**src/rtl/mdu_pkg.sv**
```systemverilog
package mdu_pkg;
  typedef enum logic [2:0] {
    OP_MUL8 = 3'd0,
    OP_MULS = 3'd1,
    OP_MULU = 3'd2,
    OP_MACS = 3'd3,
    OP_MACU = 3'd4,
    OP_DIVH = 3'd5,
    OP_DIVW = 3'd6,
    OP_RSVD = 3'd7
  } mdu_op_e;
endpackage

```
**src/rtl/mdu_mul.sv**
```systemverilog
module mdu_mul
  import mdu_pkg::*;
#(
  parameter int DW = 16
) (
  input  mdu_op_e         op_i,
  input  logic [DW-1:0]   ax_i,
  input  logic [DW-1:0]   bc_i,
  input  logic [2*DW-1:0] acc_i,
  output logic [DW-1:0]   lo_o,
  output logic [DW-1:0]   hi_o,
  output logic [2*DW-1:0] acc_o,
  output logic            cy_o,
  output logic            ac_o
);
  localparam int W = 2 * DW;
  localparam int HB = DW / 2;

  logic signed [W-1:0] sprod;
  logic [W-1:0]        uprod;
  logic [DW-1:0]       p8;

  assign sprod = $signed({{DW{ax_i[DW-1]}}, ax_i}) * $signed({{DW{bc_i[DW-1]}}, bc_i});
  assign uprod = {{DW{1'b0}}, ax_i} * {{DW{1'b0}}, bc_i};
  assign p8    = {{HB{1'b0}}, ax_i[DW-1:HB]} * {{HB{1'b0}}, ax_i[HB-1:0]};

  always_comb begin
    lo_o  = ax_i;
    hi_o  = bc_i;
    acc_o = acc_i;
    cy_o  = 1'b0;
    ac_o  = 1'b0;
    unique case (op_i)
      OP_MUL8: lo_o = p8;
      OP_MULS: {hi_o, lo_o} = sprod;
      OP_MULU: {hi_o, lo_o} = uprod;
      OP_MACS: begin
        acc_o = acc_i + sprod;
        cy_o  = acc_i[W-1] ^ acc_o[W-1];
        ac_o  = acc_o[W-1];
      end
      OP_MACU: begin
        acc_o = acc_i + uprod;
        cy_o  = acc_o < acc_i;
        ac_o  = 1'b0;
      end
      default: ;
    endcase
  end
endmodule

```
**src/rtl/mdu_div.sv**
```systemverilog
module mdu_div #(
  parameter int W  = 32,
  parameter int RB = 2
) (
  input  logic         clk_i,
  input  logic         rst_ni,
  input  logic         load_i,
  input  logic         step_i,
  input  logic         wide_i,
  input  logic [W-1:0] dividend_i,
  input  logic [W-1:0] divisor_i,
  output logic [W-1:0] quo_o,
  output logic [W-1:0] rem_o
);
  localparam int H = W / 2;

  logic [W-1:0] rem_q, dq_q, quo_q, dv_q;
  logic [W-1:0] rem_n, dq_n, quo_n;

  // RB restoring subtract stages per cycle
  always_comb begin
    logic [W:0] t;
    rem_n = rem_q;
    dq_n  = dq_q;
    quo_n = quo_q;
    for (int i = 0; i < RB; i++) begin
      t    = {rem_n, dq_n[W-1]};
      dq_n = {dq_n[W-2:0], 1'b0};
      if (t >= {1'b0, dv_q}) begin
        rem_n = W'(t - {1'b0, dv_q});
        quo_n = {quo_n[W-2:0], 1'b1};
      end else begin
        rem_n = t[W-1:0];
        quo_n = {quo_n[W-2:0], 1'b0};
      end
    end
  end

  always_ff @(posedge clk_i or negedge rst_ni) begin
    if (!rst_ni) begin
      rem_q <= '0;
      dq_q  <= '0;
      quo_q <= '0;
      dv_q  <= '0;
    end else if (load_i) begin
      rem_q <= '0;
      quo_q <= '0;
      dq_q  <= wide_i ? dividend_i : {dividend_i[H-1:0], {H{1'b0}}};
      dv_q  <= wide_i ? divisor_i : {{H{1'b0}}, divisor_i[H-1:0]};
    end else if (step_i) begin
      rem_q <= rem_n;
      dq_q  <= dq_n;
      quo_q <= quo_n;
    end
  end

  assign quo_o = quo_q;
  assign rem_o = rem_q;

  p_div_rem_below_r6: assert property (@(posedge clk_i) disable iff (!rst_ni)
    (dv_q != '0) |-> (rem_q < dv_q));
  p_div_no_overlap_r8: assert property (@(posedge clk_i) disable iff (!rst_ni)
    step_i |-> !load_i);
endmodule

```
**src/rtl/mdu_top.sv**
```systemverilog
module mdu_top
  import mdu_pkg::*;
#(
  parameter int DW      = 16,
  parameter int RB      = 2,
  parameter int LAT_M8  = 1,
  parameter int LAT_M16 = 2,
  parameter int LAT_MAC = 3
) (
  input  logic            clk_i,
  input  logic            rst_ni,
  input  logic            start_i,
  input  logic [2:0]      op_i,
  input  logic [DW-1:0]   ax_i,
  input  logic [DW-1:0]   bc_i,
  input  logic [DW-1:0]   de_i,
  input  logic [DW-1:0]   hl_i,
  input  logic [2*DW-1:0] acc_i,
  output logic [DW-1:0]   ax_o,
  output logic [DW-1:0]   bc_o,
  output logic [DW-1:0]   de_o,
  output logic [DW-1:0]   hl_o,
  output logic [2*DW-1:0] acc_o,
  output logic            cy_o,
  output logic            ac_o,
  output logic            busy_o,
  output logic            done_o
);
  localparam int W      = 2 * DW;
  localparam int LAT_DH = DW / RB + 1;
  localparam int LAT_DW = W / RB + 1;
  localparam int CW     = $clog2(LAT_DW + 1);

  mdu_op_e          op_n, op_q;
  logic [DW-1:0]    src_ax_q, src_bc_q, src_de_q, src_hl_q;
  logic [W-1:0]     src_acc_q;
  logic [CW-1:0]    cnt_q;
  logic             accept, div_load, div_step, finish;
  logic [DW-1:0]    mul_lo, mul_hi;
  logic [W-1:0]     mac_acc, quo, rem;
  logic             mac_cy, mac_ac;

  function automatic logic [CW-1:0] lat_of(mdu_op_e op);
    case (op)
      OP_MUL8:          return CW'(LAT_M8);
      OP_MULS, OP_MULU: return CW'(LAT_M16);
      OP_MACS, OP_MACU: return CW'(LAT_MAC);
      OP_DIVH:          return CW'(LAT_DH);
      OP_DIVW:          return CW'(LAT_DW);
      default:          return CW'(1);
    endcase
  endfunction

  assign op_n     = mdu_op_e'(op_i);
  assign accept   = start_i && !busy_o && (op_n != OP_RSVD);
  assign div_load = accept && (op_n == OP_DIVH || op_n == OP_DIVW);
  assign finish   = busy_o && (cnt_q == CW'(1));
  assign div_step = busy_o && !finish && (op_q == OP_DIVH || op_q == OP_DIVW);

  mdu_mul #(.DW(DW)) u_mul (
    .op_i  (op_q),
    .ax_i  (src_ax_q),
    .bc_i  (src_bc_q),
    .acc_i (src_acc_q),
    .lo_o  (mul_lo),
    .hi_o  (mul_hi),
    .acc_o (mac_acc),
    .cy_o  (mac_cy),
    .ac_o  (mac_ac)
  );

  mdu_div #(.W(W), .RB(RB)) u_div (
    .clk_i      (clk_i),
    .rst_ni     (rst_ni),
    .load_i     (div_load),
    .step_i     (div_step),
    .wide_i     (op_n == OP_DIVW),
    .dividend_i ({bc_i, ax_i}),
    .divisor_i  ({hl_i, de_i}),
    .quo_o      (quo),
    .rem_o      (rem)
  );

  always_ff @(posedge clk_i or negedge rst_ni) begin
    if (!rst_ni) begin
      op_q      <= OP_MUL8;
      src_ax_q  <= '0;
      src_bc_q  <= '0;
      src_de_q  <= '0;
      src_hl_q  <= '0;
      src_acc_q <= '0;
      cnt_q     <= '0;
      busy_o    <= 1'b0;
      done_o    <= 1'b0;
      ax_o      <= '0;
      bc_o      <= '0;
      de_o      <= '0;
      hl_o      <= '0;
      acc_o     <= '0;
      cy_o      <= 1'b0;
      ac_o      <= 1'b0;
    end else begin
      done_o <= 1'b0;
      if (accept) begin
        op_q      <= op_n;
        src_ax_q  <= ax_i;
        src_bc_q  <= bc_i;
        src_de_q  <= de_i;
        src_hl_q  <= hl_i;
        src_acc_q <= acc_i;
        cnt_q     <= lat_of(op_n);
        busy_o    <= 1'b1;
      end else if (finish) begin
        busy_o <= 1'b0;
        done_o <= 1'b1;
        cnt_q  <= '0;
        ax_o   <= src_ax_q;
        bc_o   <= src_bc_q;
        de_o   <= src_de_q;
        hl_o   <= src_hl_q;
        acc_o  <= src_acc_q;
        unique case (op_q)
          OP_MUL8, OP_MULS, OP_MULU: begin
            ax_o <= mul_lo;
            bc_o <= mul_hi;
          end
          OP_MACS, OP_MACU: begin
            acc_o <= mac_acc;
            cy_o  <= mac_cy;
            ac_o  <= mac_ac;
          end
          OP_DIVH: begin
            ax_o <= quo[DW-1:0];
            de_o <= rem[DW-1:0];
          end
          OP_DIVW: begin
            {bc_o, ax_o} <= quo;
            {hl_o, de_o} <= rem;
          end
          default: ;
        endcase
      end else if (busy_o) begin
        cnt_q <= cnt_q - CW'(1);
      end
    end
  end

  p_done_after_busy_r10: assert property (@(posedge clk_i) disable iff (!rst_ni)
    done_o |-> $past(busy_o));
  p_start_ignored_r10: assert property (@(posedge clk_i) disable iff (!rst_ni)
    (busy_o && start_i) |=> (op_q == $past(op_q)));
  p_busy_has_count_r10: assert property (@(posedge clk_i) disable iff (!rst_ni)
    busy_o |-> (cnt_q != '0));
  p_flags_hold_r11: assert property (@(posedge clk_i) disable iff (!rst_ni)
    (done_o && op_q != OP_MACS && op_q != OP_MACU) |-> ($stable(cy_o) && $stable(ac_o)));
  p_macu_ac_clear_r5: assert property (@(posedge clk_i) disable iff (!rst_ni)
    (done_o && op_q == OP_MACU) |-> !ac_o);
  p_divh_identity_r6: assert property (@(posedge clk_i) disable iff (!rst_ni)
    (done_o && op_q == OP_DIVH && src_de_q != '0) |->
      (({{DW{1'b0}}, ax_o} * {{DW{1'b0}}, src_de_q} + {{DW{1'b0}}, de_o}) == {{DW{1'b0}}, src_ax_q}
       && de_o < src_de_q));
  p_divh_zero_r7: assert property (@(posedge clk_i) disable iff (!rst_ni)
    (done_o && op_q == OP_DIVH && src_de_q == '0) |-> (ax_o == '1 && de_o == src_ax_q));
  p_divw_zero_r9: assert property (@(posedge clk_i) disable iff (!rst_ni)
    (done_o && op_q == OP_DIVW && {src_hl_q, src_de_q} == '0) |->
      ({bc_o, ax_o} == '1 && {hl_o, de_o} == {src_bc_q, src_ax_q}));
endmodule

```
**config.mk**
```make
export PLATFORM = sky130hd
export DESIGN_NAME = mdu_top
export DESIGN_NICKNAME = d
export VERILOG_FILES = /design/src/rtl/mdu_pkg.sv /design/src/rtl/mdu_mul.sv /design/src/rtl/mdu_div.sv /design/src/rtl/mdu_top.sv
export SDC_FILE = /design/constraint.sdc
export NUM_CORES = 2
export LEC_CHECK = 0
export BUFFER_PORTS_ARGS = -buffer_cell sky130_fd_sc_hd__clkbuf_2
export CAP_MARGIN = 20
export CORE_ASPECT_RATIO = 0.6
export CORE_UTILIZATION = 55
export CTS_CLUSTER_DIAMETER = 120
export DETAILED_ROUTE_END_ITERATION = 16
export PLACE_DENSITY_LB_ADDON = 0.25
export SLEW_MARGIN = 20
export SYNTH_ARGS = -nofsm -noshare
export SYNTH_HDL_FRONTEND = slang
export SYNTH_SLANG_ARGS = --single-unit
```
**constraint.sdc**
```tcl
create_clock -name clk_i -period 17.3 [get_ports clk_i]
set_clock_uncertainty 0.15 [all_clocks]
set_input_delay 2.595 -clock clk_i [delete_from_list [all_inputs] [get_ports clk_i]]
set_output_delay 2.595 -clock clk_i [all_outputs]
set_load 0.02 [all_outputs]
```
## Word level (Yosys, flattened, before mapping)

Cells that the tools add are included.
Widths: inputs -> output; s select.

- Mux-type cells: 30
- Add/subtract/negate cells: 5
- Multiply operators: 3
- Magnitude comparators: 3
- Equal/unequal tests: 14
- Reduce and logical (&&, ||, !) cells: 21
- Bitwise logic cells: 2

Operator list:

| operator | number |
|---|---|
| $mux 32 | 11 |
| $pmux 16 s2 | 3 |
| $ge 33x32->1 | 2 |
| $add 32x32->32 | 2 |
| $mul 16x16->32 | 2 |
| $pmux 32 s2 | 1 |
| $sub 32x32->32 | 2 |
| $pmux 16 s3 | 1 |
| $lt 32x32->1 | 1 |
| $mux 16 | 2 |
| $pmux 5 s4 | 1 |
| $eq 3x3->1 const B | 6 |
| $mul 8x8->16 | 1 |
| $mux 5 | 3 |
| $eq 3x2->1 const B | 4 |
| $reduce_or 2->1 | 4 |
| $mux 1 | 7 |
| $eq 3x1->1 const B | 2 |
| $logic_and 1x1->1 | 6 |
| $eq 5x1->1 const B | 1 |
| $sub 5x1->5 const B | 1 |
| $reduce_bool 2->1 | 2 |
| $logic_not 3->1 | 1 |
| $ne 3x3->1 const B | 1 |
| other kinds (9) | 11 |

- Logic and storage cells: 98
- Bits of input ports: 102
- Output and inout bits: 100
- Register bits after elaboration: 332

## Longest topological paths before layout

- Depth after elaboration: 7
- Mapped depth: 42
- Mapped depth without buffers: 40

## By module

Synthesis repeated with hierarchy kept, for this count alone.

- Cell total of the unflattened synthesis: 4477
- Area, all modules: 40525.1 µm²

By module, submodules not included:

| module | cells an instance | area each (µm²) | times used | sequential area each (µm²) |
|---|---|---|---|---|
| mdu_mul | 2575 | 21438.1 | 1 | 0.0 |
| mdu_div | 1110 | 9694.3 | 1 | 3203.1 |
| mdu_top | 792 | 9392.8 | 1 | 5104.9 |

## Worst setup path after synthesis

No wires, ideal clock.

- Path type: reg2reg
- From: register src_bc_q[1]
- To: register cy_o
- Buffers on the path: 2
- Library setup time: 0.138 ns
- Cell stages (with the launch flop): 39
- Data required time: 17.012 ns
- Path slack: 8.683 ns
- Clock period less this slack: 8.617 ns
- Arrival time: 8.328 ns
- Cells stage by stage: dfrtp_1 clkbuf_1 clkbuf_1 nand2_1 fa_1 fa_1 inv_1 ha_1 fa_1 inv_1 fa_1 inv_1 fa_1 ha_1 o21a_1 o21ai_0 nor2_1 a21o_1 [... 3 more ...] o21bai_1 xor2_1 ha_1 a211oi_1 nand2_1 o32ai_1 o41ai_2 a221o_1 a21o_1 xor2_1 ha_1 nand2_1 nor3_1 o211ai_1 a31oi_1 o21ai_0 a21oi_1 o221ai_1

- Word-level cells in the longest chain between the ends: 4
- Elaborated cells on any way between the ends: 7
- Those cells by class: add/sub: 2; mul: 2; order compare: 1; mux: 1; bitwise: 1

Ends and longest elaborated chain:

| element | line | text |
|---|---|---|
| start: declaration | mdu_top.sv:35 | `logic [DW-1:0] src_ax_q, src_bc_q, src_de_q, src_hl_q;` |
| start signal: assignment | mdu_top.sv:107 | `src_bc_q <= bc_i;` |
| $mul 16x16->32 (on tied branches) | mdu_mul.sv:24, mdu_mul.sv:23 |  |
| $add 32x32->32 (on tied branches) | mdu_mul.sv:43, mdu_mul.sv:38 |  |
| $lt 32x32->1 or $xor 1x1->1 (tied branches) | mdu_mul.sv:44, mdu_mul.sv:39 |  |
| $pmux 1 s2 * | mdu_mul.sv:33 | `unique case (op_i)` |
| end signal: assignment | mdu_top.sv:129 | `cy_o <= mac_cy;` |
| end: declaration | mdu_top.sv:24 | `output logic cy_o,` |

Mark *: on every way between the ends. The rest lies on a longest branch, timed or not.
A chain may end at the register's enable or synchronous reset.

## Final worst setup path

- From: register src_ax_q[7]
- To: register cy_o

- Word-level cells in the longest chain between the ends: 4
- Elaborated cells on any way between the ends: 7
- Those cells by class: add/sub: 2; mul: 2; order compare: 1; mux: 1; bitwise: 1

Ends and longest elaborated chain:

| element | line | text |
|---|---|---|
| start: declaration | mdu_top.sv:35 |  |
| start signal: assignment | mdu_top.sv:106 | `src_ax_q <= ax_i;` |
| $mul 16x16->32 (on tied branches) | mdu_mul.sv:24, mdu_mul.sv:23 |  |
| $add 32x32->32 (on tied branches) | mdu_mul.sv:43, mdu_mul.sv:38 |  |
| $lt 32x32->1 or $xor 1x1->1 (tied branches) | mdu_mul.sv:44, mdu_mul.sv:39 |  |
| $pmux 1 s2 * | mdu_mul.sv:33 |  |

Marks and branches as above.

==> impl_metrics.csv <==
group,metric,value,unit
drt,drc_violation_count_after_routing,0,
sta,post-route-period-util,0.570,
clock_network,post_cts_hold_buffer_count,0,
clock_network,cts-buffers-inserted,38,
critical_path,critical-path-max-stage-delay,1.05,ns
clock_network,clock_latency_late_sink,0.60,ns
place,gp_congestion,1.04,
drt,post_drt_wl_per_cell,23.3,um
synthesis,sequential_share_of_the_synthesized_area,0.216,
global_routing,antenna_found_initial,6,
critical_path,rr_startpoint,"src_ax_q[7]$_DFFE_PN0P_",
clock_network,postCtsResizedCells,0,
clock_network,clock_sink_count,332,
critical_path,critPathRequiredTime,17.61,ns
critical_path,critical_path_depth,31,
clock_network,postCtsSetupRepairBufs,0,
clock_network,tritoncts,"yes",
synthesis,synthesis.yosys.warnings,0,
critical_path,crit_path_start_kind,"flip-flop",
global_routing,grt_use_met2,0.441,
floorplan,die_x,343,um
synthesis,netlist_area,38500,um^2
drt,wirelength,130,mm
global_routing,globalRouteMet3Util,0.171,
synthesis,async_set_reset_flop_share_out_of_synthesis,1.00,
run,maxCapViolCount,0,
hold_path,holdPathEnd,"u_div.dq_q[8]$_DFFE_PN0P_",
global_routing,grt_util_all_layers,0.369,
critical_path,path_class,"reg -> reg",
global_routing,grt_first_pass_wirelength,197,mm
synthesis,yosys.area.top_type,"dfrtp_1",
critical_path,cp_top_family,"adder cells",
synthesis,synth.net_count,5391,
place,hpwlAfterDp,101,mm
clock_network,cts.root.buffer_cell,"clkbuf_16",
synthesis,syn-mean-instance-area,8.48,um^2
global_routing,global_route.peak_usage_layer,"met1",
floorplan,design.die.area,71100,um^2
synthesis,syn-instance-count,4538,
global_routing,grt_start_max_net_pins,149,
synthesis,synth_enable_flop_cells,0,
synthesis,synth_flop_cell,"dfrtp_1",
critical_path,rr_endpoint,"cy_o$_DFFE_PN0P_",
clock_network,cts.htree.levels,2,
global_routing,use_met1,0.585,
sta,unrepaired_setup_endpoints_after_global_routing,"false",
critical_path,critical_path.n_buffers_inverters,3,
cells_and_area,share_of_post_route_cells_with_drive_strength_above_1,0.0788,
cells_and_area,highest_count_cells_in_the_layout_ignoring_fill_and_taps,"nand2_1 (811), inv_1 (612), fa_1 (405), ha_1 (346), dfrtp_1 (330)",
critical_path,critical-path-top-cell-by-count,"fa_1",
sta,setup-tns-final,0,ns
sta,worstMarginPinSlew,1.20,ns
sta,peak_clock_frequency_supported_by_timing,101,MHz
floorplan,core.rowCount,74,
sta,drv_slew,0,
drt,num_vias,33815,
synthesis,synth.top_cell.area_share,0.216,
floorplan,dieHeight,207,um
hold_path,hp-start,"u_div.dq_q[6]$_DFFE_PN0P_",
synthesis,netlist-cell-type-count,85,
sta,final_period_minus_worst_setup_slack,9.86,ns
sta,slew_headroom,0.198,
synthesis,ys_seq_elements,332,
drt,drtIter0Drc,4611,
drt,ant_nets,0,
clock_network,clkTransAtPathRegs,0.07,ns
cells_and_area,flow.area_growth_from_synthesis,7.91,%
floorplan,ioPinCount,202,
global_routing,vias_in_the_first_global_route,31765,
critical_path,crit_path_end_kind,"flip-flop",
drt,detailed_router_iteration_count_before_antenna_repair,7,
hold_path,hold_depth,2,
global_routing,grt_remaining_overflow,0,
cells_and_area,nets,5470,
drt,drt-vias-per-instance,6.08,
critical_path,setup.reg_to_reg.worst_slack,7.44,ns
clock_network,cts_buffer_depth,3,
critical_path,cp_data_arrival_time,10.17,ns
cells_and_area,mostFrequentLayoutCell,"nand2_1",
synthesis,yosys-top-cells-area,"dfrtp_1 (22%), fa_1 (21%), ha_1 (11%), nand2_1 (7.9%), inv_1 (6.0%)",
run_status,status,"finished clean",
place,port_buffers,201,
sta,hold_viol,0,
critical_path,critical_path.slowest_cell,"dfrtp_1",
sta,setup_violations,0,
cells_and_area,layout.filler_cells,6097,
critical_path,maximum_fanout_along_the_worst_path,27,
floorplan,initial_core_util,0.561,
floorplan,core_area,68600,um^2
critical_path,depth_of_the_worst_register_to_register_path,31,
hold_path,hold_path.class,"reg -> reg",
-- worst max path at each step --
| stage | start | end |
|---|---|---|
| finish | src_ax_q[7]$_DFFE_PN0P_ | cy_o$_DFFE_PN0P_ |
| floorplan | src_bc_q[1]$_DFFE_PN0P_ | cy_o$_DFFE_PN0P_ |
| global placement | src_ax_q[3]$_DFFE_PN0P_ | cy_o$_DFFE_PN0P_ |
| CTS | src_ax_q[7]$_DFFE_PN0P_ | cy_o$_DFFE_PN0P_ |
| detailed placement | src_ax_q[2]$_DFFE_PN0P_ | cy_o$_DFFE_PN0P_ |
| global route | src_ax_q[7]$_DFFE_PN0P_ | cy_o$_DFFE_PN0P_ |
-- synth_stat cells (all sizes together), types with 35 or more instances --
master,number
a31oi,56
and2,145
nand2,813
dfrtp,332
clkbuf,186
mux2i,36
ha,346
nor3,35
nor2,211
xnor2,118
xor2,56
nand3,70
fa,405
inv,613
a21oi,266
a21o,80
o21ai,256
o21a,52
-- final cells by class --
type,count,area [um^2],share of cell area
multi-input cells,3383,27100,0.653
flip-flops and latches,332,8310,0.200
inverters,614,2300,0.0555
repair buffers,248,1380,0.0333
well taps,912,1140,0.0275
clock buffers,53,1100,0.0265
clock inverters,13,148,0.00356
diodes,4,10.0,0.000241
-- state kept, by name, indices dropped and copies added, names as in the netlist, 32 cells and up --
register     cells
u_div.quo_o     32
src_acc_q       32
acc_o           32
u_div.dq_q      32
u_div.dv_q      32
u_div.rem_o     32
-- cell families (layout without fill, tap and decap cells) --
| family | Yosys count | count (layout) | share of synthesized area |
|---|---|---|---|
| and+or+nand+nor | 1439 | 1439 | 0.166 |
| AOI/OAI and AO/OA | 974 | 974 | 0.162 |
| buffers and inverters | 823 | 928 | 0.0806 |
| adders and majority gates | 751 | 751 | 0.323 |
| DFF | 332 | 332 | 0.216 |
| xor gates and xnor gates | 175 | 175 | 0.0402 |
| muxes | 44 | 44 | 0.0117 |
| other | 0 | 4 | 0 |
-- through the flow --
step | utilization | instances | cell area, um^2 | hold WS [ns] | setup slack, ns
3_5_place_dp | 0.587 | 5489 | 40300 | 0.308 | 7.64
2_1_floorplan | - | 4538 | 38500 | 0.289 | 8.68
5_1_grt | 0.605 | 5555 | 41500 | 0.343 | 6.88
3_3_place_gp | 0.587 | 5489 | 40300 | 0.299 | 7.69
4_1_cts | 0.605 | 5555 | 41500 | 0.324 | 7.62
6_report | 0.605 | 5559 | 41500 | 0.323 | 7.44
-- routing by layer --
| metal | wire [um] | up-vias | part of all wire |
|---|---|---|---|
| met5 | 13 | - | 0.00010 |
| met4 | 2540 | 2 | 0.020 |
| met3 | 22400 | 170 | 0.17 |
| met2 | 45900 | 2164 | 0.35 |
| met1 | 59000 | 16364 | 0.45 |
| li1 | - | 15115 | - |
-- worst min-delay path: cells and delay by family, from the launching register on --
kind	cells	cell delay, ns
simple gates	2	0.10
flops	1	0.34
Power is left out: the tool's default activity adds up to more than one toggle a clock period on the data nets, which glitch-free logic cannot reach.
